$ cat config.mk
export PLATFORM = sky130hd
export DESIGN_NAME = sprite_video_gen
export DESIGN_NICKNAME = d
export VERILOG_FILES = /design/src/rtl/svg_pkg.sv /design/src/rtl/svg_beam.sv /design/src/rtl/svg_regfile.sv /design/src/rtl/svg_sprite_hit.sv /design/src/rtl/sprite_video_gen.sv
export SDC_FILE = /design/constraint.sdc
export NUM_CORES = 1
export LEC_CHECK = 0
export CAP_MARGIN = 20
export CORE_MARGIN = 1.5
export CORE_UTILIZATION = 64
export DETAILED_ROUTE_END_ITERATION = 10
export DONT_BUFFER_PORTS = 1
export PLACE_DENSITY = 0.87
export SYNTH_ARGS = -nofsm -noshare
export SYNTH_HDL_FRONTEND = slang
export SYNTH_SLANG_ARGS = --single-unit
$ cat constraint.sdc
create_clock -name clk -period 3.3 [get_ports clk]
set_input_delay 0.33 -clock clk [delete_from_list [all_inputs] [get_ports clk]]
set_output_delay 0.33 -clock clk [all_outputs]
set_load 0.02 [all_outputs]
$ cat src/rtl/svg_pkg.sv
package svg_pkg;

    typedef logic [7:0] rgb_t;

    typedef enum logic [3:0] {
        ADDR_ROW0  = 4'd0,
        ADDR_SPR_X = 4'd8,
        ADDR_SPR_Y = 4'd9,
        ADDR_BACK  = 4'd10,
        ADDR_FORE  = 4'd11
    } reg_addr_e;

    typedef struct packed {
        logic hs;
        logic vs;
        logic de;
    } beam_t;

    typedef struct packed {
        beam_t beam;
        rgb_t  rgb;
    } pix_t;

    function automatic rgb_t pick_colour(input logic de, input logic hit,
                                         input rgb_t fore, input rgb_t back);
        if (!de)
            return '0;
        return hit ? fore : back;
    endfunction

endpackage

$ cat src/rtl/svg_beam.sv
module svg_beam
    import svg_pkg::*;
#(
    parameter int H_VIS     = 800,
    parameter int H_FP      = 40,
    parameter int H_SYNC    = 128,
    parameter int H_BP      = 88,
    parameter int V_VIS     = 600,
    parameter int V_FP      = 1,
    parameter int V_SYNC    = 4,
    parameter int V_BP      = 23,
    parameter int SLOW_STEP = 4,
    localparam int H_TOTAL  = H_VIS + H_FP + H_SYNC + H_BP,
    localparam int V_TOTAL  = V_VIS + V_FP + V_SYNC + V_BP,
    localparam int HW       = $clog2(H_TOTAL),
    localparam int VW       = $clog2(V_TOTAL)
) (
    input  logic          clk,
    input  logic          rst,
    input  logic          slow_mode,
    output logic [HW-1:0] h_pos,
    output logic [VW-1:0] v_pos,
    output beam_t         beam,
    output logic          vblank_start
);

    localparam int HS_LO = H_VIS + H_FP;
    localparam int HS_HI = H_VIS + H_FP + H_SYNC;
    localparam int VS_LO = V_VIS + V_FP;
    localparam int VS_HI = V_VIS + V_FP + V_SYNC;

    logic [HW:0]   h_sum;
    logic          line_end;
    logic [HW-1:0] h_nx;
    logic [VW-1:0] v_nx;

    always_comb begin
        h_sum    = {1'b0, h_pos} + (slow_mode ? (HW+1)'(SLOW_STEP) : (HW+1)'(1));
        line_end = h_sum >= (HW+1)'(H_TOTAL);
        h_nx     = line_end ? '0 : h_sum[HW-1:0];
        if (!line_end)
            v_nx = v_pos;
        else if (v_pos == VW'(V_TOTAL - 1))
            v_nx = '0;
        else
            v_nx = v_pos + VW'(1);
        vblank_start = line_end && (v_pos == VW'(V_VIS - 1));
    end

    always_ff @(posedge clk) begin
        if (rst) begin
            h_pos <= '0;
            v_pos <= '0;
        end else begin
            h_pos <= h_nx;
            v_pos <= v_nx;
        end
    end

    always_comb begin
        beam.de = (h_pos < HW'(H_VIS)) && (v_pos < VW'(V_VIS));
        beam.hs = (h_pos >= HW'(HS_LO)) && (h_pos < HW'(HS_HI));
        beam.vs = (v_pos >= VW'(VS_LO)) && (v_pos < VW'(VS_HI));
    end

endmodule

$ cat src/rtl/svg_regfile.sv
module svg_regfile
    import svg_pkg::*;
#(
    parameter int SPR_N = 8,
    parameter int XW    = 7,
    parameter int YW    = 7
) (
    input  logic                        clk,
    input  logic                        rst,
    input  logic                        wr_en,
    input  logic [3:0]                  wr_addr,
    input  logic [7:0]                  wr_data,
    input  logic                        load_pos,
    output logic [SPR_N-1:0][SPR_N-1:0] bitmap,
    output rgb_t                        back_col,
    output rgb_t                        fore_col,
    output logic [XW-1:0]               act_x,
    output logic [YW-1:0]               act_y
);

    logic [XW-1:0] pend_x;
    logic [YW-1:0] pend_y;

    for (genvar r = 0; r < SPR_N; r++) begin : g_row
        always_ff @(posedge clk) begin
            if (rst)
                bitmap[r] <= '0;
            else if (wr_en && wr_addr == (4'(ADDR_ROW0) + 4'(r)))
                bitmap[r] <= wr_data[SPR_N-1:0];
        end
    end

    always_ff @(posedge clk) begin
        if (rst) begin
            back_col <= '0;
            fore_col <= '0;
            pend_x   <= '0;
            pend_y   <= '0;
        end else if (wr_en) begin
            case (wr_addr)
                ADDR_BACK:  back_col <= wr_data;
                ADDR_FORE:  fore_col <= wr_data;
                ADDR_SPR_X: pend_x   <= wr_data[XW-1:0];
                ADDR_SPR_Y: pend_y   <= wr_data[YW-1:0];
                default: ;
            endcase
        end
    end

    always_ff @(posedge clk) begin
        if (rst) begin
            act_x <= '0;
            act_y <= '0;
        end else if (load_pos) begin
            act_x <= pend_x;
            act_y <= pend_y;
        end
    end

endmodule

$ cat src/rtl/svg_sprite_hit.sv
module svg_sprite_hit #(
    parameter int SPR_N      = 8,
    parameter int SCALE_LOG2 = 3,
    parameter int HW         = 11,
    parameter int VW         = 10,
    parameter int XW         = 7,
    parameter int YW         = 7
) (
    input  logic [HW-1:0]               h_pos,
    input  logic [VW-1:0]               v_pos,
    input  logic [XW-1:0]               act_x,
    input  logic [YW-1:0]               act_y,
    input  logic [SPR_N-1:0][SPR_N-1:0] bitmap,
    output logic                        hit
);

    localparam int CW = $clog2(SPR_N);

    logic [HW-1:0] gx, ax, dx;
    logic [VW-1:0] gy, ay, dy;
    logic          in_x, in_y;

    always_comb begin
        gx   = h_pos >> SCALE_LOG2;
        gy   = v_pos >> SCALE_LOG2;
        ax   = HW'(act_x);
        ay   = VW'(act_y);
        dx   = gx - ax;
        dy   = gy - ay;
        in_x = (gx >= ax) && ({1'b0, gx} < ({1'b0, ax} + (HW+1)'(SPR_N)));
        in_y = (gy >= ay) && ({1'b0, gy} < ({1'b0, ay} + (VW+1)'(SPR_N)));
        hit  = in_x && in_y && bitmap[dy[CW-1:0]][dx[CW-1:0]];
    end

endmodule

$ cat src/rtl/sprite_video_gen.sv
module sprite_video_gen
    import svg_pkg::*;
#(
    parameter int H_VIS      = 800,
    parameter int H_FP       = 40,
    parameter int H_SYNC     = 128,
    parameter int H_BP       = 88,
    parameter int V_VIS      = 600,
    parameter int V_FP       = 1,
    parameter int V_SYNC     = 4,
    parameter int V_BP       = 23,
    parameter int SCALE_LOG2 = 3,
    parameter int SPR_N      = 8,
    parameter int SLOW_STEP  = 4
) (
    input  logic       clk,
    input  logic       rst,
    input  logic       slow_mode,
    input  logic       wr_en,
    input  logic [3:0] wr_addr,
    input  logic [7:0] wr_data,
    output logic       hsync,
    output logic       vsync,
    output logic       de,
    output logic [7:0] rgb
);

    localparam int H_TOTAL = H_VIS + H_FP + H_SYNC + H_BP;
    localparam int V_TOTAL = V_VIS + V_FP + V_SYNC + V_BP;
    localparam int HW      = $clog2(H_TOTAL);
    localparam int VW      = $clog2(V_TOTAL);
    localparam int GRID_W  = H_VIS >> SCALE_LOG2;
    localparam int GRID_H  = V_VIS >> SCALE_LOG2;
    localparam int XW      = $clog2(GRID_W);
    localparam int YW      = $clog2(GRID_H);

    logic [HW-1:0]               h_pos;
    logic [VW-1:0]               v_pos;
    beam_t                       beam;
    logic                        ld_pos;
    logic [SPR_N-1:0][SPR_N-1:0] bitmap;
    rgb_t                        back_col, fore_col;
    logic [XW-1:0]               act_x;
    logic [YW-1:0]               act_y;
    logic                        hit;
    pix_t                        pix_q;

    svg_beam #(
        .H_VIS(H_VIS), .H_FP(H_FP), .H_SYNC(H_SYNC), .H_BP(H_BP),
        .V_VIS(V_VIS), .V_FP(V_FP), .V_SYNC(V_SYNC), .V_BP(V_BP),
        .SLOW_STEP(SLOW_STEP)
    ) u_beam (
        .clk(clk), .rst(rst), .slow_mode(slow_mode),
        .h_pos(h_pos), .v_pos(v_pos), .beam(beam), .vblank_start(ld_pos)
    );

    svg_regfile #(.SPR_N(SPR_N), .XW(XW), .YW(YW)) u_regs (
        .clk(clk), .rst(rst), .wr_en(wr_en), .wr_addr(wr_addr),
        .wr_data(wr_data), .load_pos(ld_pos), .bitmap(bitmap),
        .back_col(back_col), .fore_col(fore_col),
        .act_x(act_x), .act_y(act_y)
    );

    svg_sprite_hit #(
        .SPR_N(SPR_N), .SCALE_LOG2(SCALE_LOG2),
        .HW(HW), .VW(VW), .XW(XW), .YW(YW)
    ) u_hit (
        .h_pos(h_pos), .v_pos(v_pos), .act_x(act_x), .act_y(act_y),
        .bitmap(bitmap), .hit(hit)
    );

    always_ff @(posedge clk) begin
        if (rst) begin
            pix_q <= '0;
        end else begin
            pix_q.beam <= beam;
            pix_q.rgb  <= pick_colour(beam.de, hit, fore_col, back_col);
        end
    end

    assign hsync = pix_q.beam.hs;
    assign vsync = pix_q.beam.vs;
    assign de    = pix_q.beam.de;
    assign rgb   = pix_q.rgb;

endmodule

==> out/metrics.cfg <==
[logic_synthesis]
synth_cell_types=54
netlist.area_leader.share=0.414
synth_ff_type=dfxtp_1
syn-instance-count=700
syn_avg_cell_area_sq_um=9.68
synth_area_sq_um=6770
synth_edf_count=0
yosysTopAreaCell=dfxtp_1
syn_nets=749
async_flop_share=0
seq_area_frac_synth=0.414
synth-seq-cells=140
ys.warnings.count=0
ys_top_cells_by_area=dfxtp_1 (41%), mux2i_1 (18%), nor2_1 (6.6%), mux4_2 (6.0%), ha_1 (5.7%)

[detailed_routing]
vias=5310
drt-wirelength-per-cell_microns=20.3
postRouteAntennaNets=0
drt_wl_total_microns=17100
drt_iter0_drc=535
first_pass_iters=8
drc=0
viasPerCell=6.29

[sta]
slew_viol_final=0
hold_viol=0
worstMarginPinSlew_ns=0.996
period_share=0.976
setup_ws_ns=0.0790
final.min_clock_period_ns=3.22
fmaxAchievable_mhz=310
timing.slew.headroom=0.333
fin_worst_skew_ns=0.0125
finalSetupViolCount=0
finalSetupTns_ns=0

[placed_design]
dp.cells=797
dpl_cell_area_sq_um=6800
dp_hpwl_microns=9880
dp_slack_ns=-0.000532
routabilityCongestion=0.862
port_buffers=0

[global_routing]
grt.total_usage=0.313
grt_pass1_vias=5290
grt_pass1_wl_microns=27000
antenna_found_initial=0
grt_overflow_total=0
grt_max_degree=116

[worst_setup_path]
r2r_slack_ns=0.08
required_ns=3.76
crit_type=reg -> reg
cp-start-kind=flop
end_kind=flop
critPathMaxFanout=15
arrival_ns=3.69

[finish]
final_cells=844
final_common_cell=dfxtp_1
nets=742
fin_util=0.739
drive_gt1_frac=0.105
seq_area_sq_um=2800
multi_input_area_sq_um=3710
area_delta_synth_final_pct=12.2
layout_common_cells=dfxtp_1 (140), mux2i_1 (122), nor2_1 (119), nand2_1 (61), ha_1 (31)
fin_area_sq_um=7600
fillers=682

[run]
drv_cap=0

[clock_tree]
clk_pin_slew_ns=0.06
cts_root_buffer=clkbuf_8
htree_levels=4
cts_buffers=17
cts_sinks=140
clockBufferDepth=2
tritoncts=done
clk_latency_ns=0.54

[floorplanning]
dieArea_sq_um=11200
pin_count=27
die_height_microns=106
rows=37
core_area_sq_um=10300
die_w_microns=106
initial_core_util=0.659

[power_and_ir_drop]
irDropWorstVdd_mv=0.453
power_density_nw_per_um2=512
p_leak_nw=2.92

[outcome]
outcome=finished clean

[min_path]
hold_class=in -> reg

## sequential cells by signal (all words and copies together) (netlist names)
register / cells
u_regs.pend_y: 7
vsync: 1
u_regs.act_y: 7
u_regs.bitmap: 64
hsync: 1
u_beam.h_pos: 11
u_regs.pend_x: 7
de: 1
u_regs.fore_col: 8
u_regs.back_col: 8
u_regs.act_x: 7
u_beam.v_pos: 10
rgb: 8
## cell families after synthesis
family	Yosys count	synth area share
flip-flops	140	0.414
buffers and inverters	70	0.0429
AO/OA/AOI/OAI	56	0.0584
XOR/XNOR	16	0.0207
adder cells (fa/ha/maj)	33	0.0632
multiplexers	140	0.240
AND/OR/NAND/NOR	245	0.161
## final cells by class
class / instances / area share
diodes: 2 / 0.000659
clock buffers: 17 / 0.0545
well taps: 136 / 0.0224
clock inverters: 15 / 0.0268
flip-flops and latches: 140 / 0.369
repair buffers: 17 / 0.0254
multi-input cells: 490 / 0.488
inverters: 27 / 0.0133
## per-layer routing
metal  GRT usage  vias up  wire length [microns]
met4       0.197        0                    925
met5           0        -                      0
li1            -     2420                      -
met3      0.0779       67                   1210
met2       0.527      266                   8520
met1       0.356     2557                   6470
## worst paths after layout
| check | to | cells after the start | from |
|---|---|---|---|
| hold / removal | u_regs.bitmap[40]$_SDFFE_PP0P_ | 2 | wr_data[0] |
| hold reg to reg | rgb[6]$_SDFF_PP0_ | 2 | u_regs.fore_col[6]$_SDFFE_PP0P_ |
| setup reg to reg | rgb[2]$_SDFF_PP0_ | 12 | u_beam.v_pos[3]$_SDFFE_PP0P_ |
| setup / recovery | rgb[2]$_SDFF_PP0_ | 12 | u_beam.v_pos[3]$_SDFFE_PP0P_ |
## Yosys cell counts (2+ instances only)
cell type,number
inv_1,26
nor4_1,3
clkbuf_1,31
nand2_1,61
nor2b_1,6
nor2_1,119
dfxtp_1,140
mux4_2,18
o41ai_1,3
ha_1,31
nand2b_1,5
nor3_2,2
o2111ai_1,3
nand4_1,2
o31ai_1,3
mux2i_1,122
and3_1,2
o211ai_1,2
xor2_1,5
nor3_1,13
or3_1,4
xnor2_1,11
nand3b_1,3
buf_1,3
nor3b_1,4
o21ai_0,9
a21o_1,7
a21oi_1,12
fa_1,2
a22oi_1,2
or2_2,2
buf_2,4
o311ai_0,5
nand3_1,12
buf_4,4
## power breakdown
| part | total (mW) | internal [mW] | switching (mW) | leakage (nW) |
|---|---|---|---|---|
| combinational | 0.162 | 0.0570 | 0.105 | 1.49 |
| sequential | 1.73 | 1.71 | 0.0152 | 1.13 |
| clock | 2.01 | 1.18 | 0.823 | 0.298 |
## worst max-delay path, cell delays in order (launching register included)
cell	delay, ns
dfxtp_1	0.41
inv_1	0.07
ha_1	0.20
inv_1	0.07
fa_1	0.45
buf_12	0.19
mux4_2	0.39
mux2i_1	0.12
a221oi_2	0.42
o21ai_2	0.15
a211oi_4	0.29
buf_12	0.18
mux2i_1	0.20
## per-stage QoR
stage	power, mW	hold WS, ns
floorplan	1.87	0.434
global placement	1.85	0.413
detailed placement	1.86	0.418
CTS	3.88	0.00102
global route	3.98	0.00336
finish	3.89	0.0109
## repair_timing
action	CTS	global route
buffers inserted	1	2
hold buffers	9	0
endpoints found under the hold margin	115	0
pin swaps	1	1
gates resized for setup	0	4
setup endpoints to repair	8	8
No activity file was read; power rests on OpenSTA's default activity.
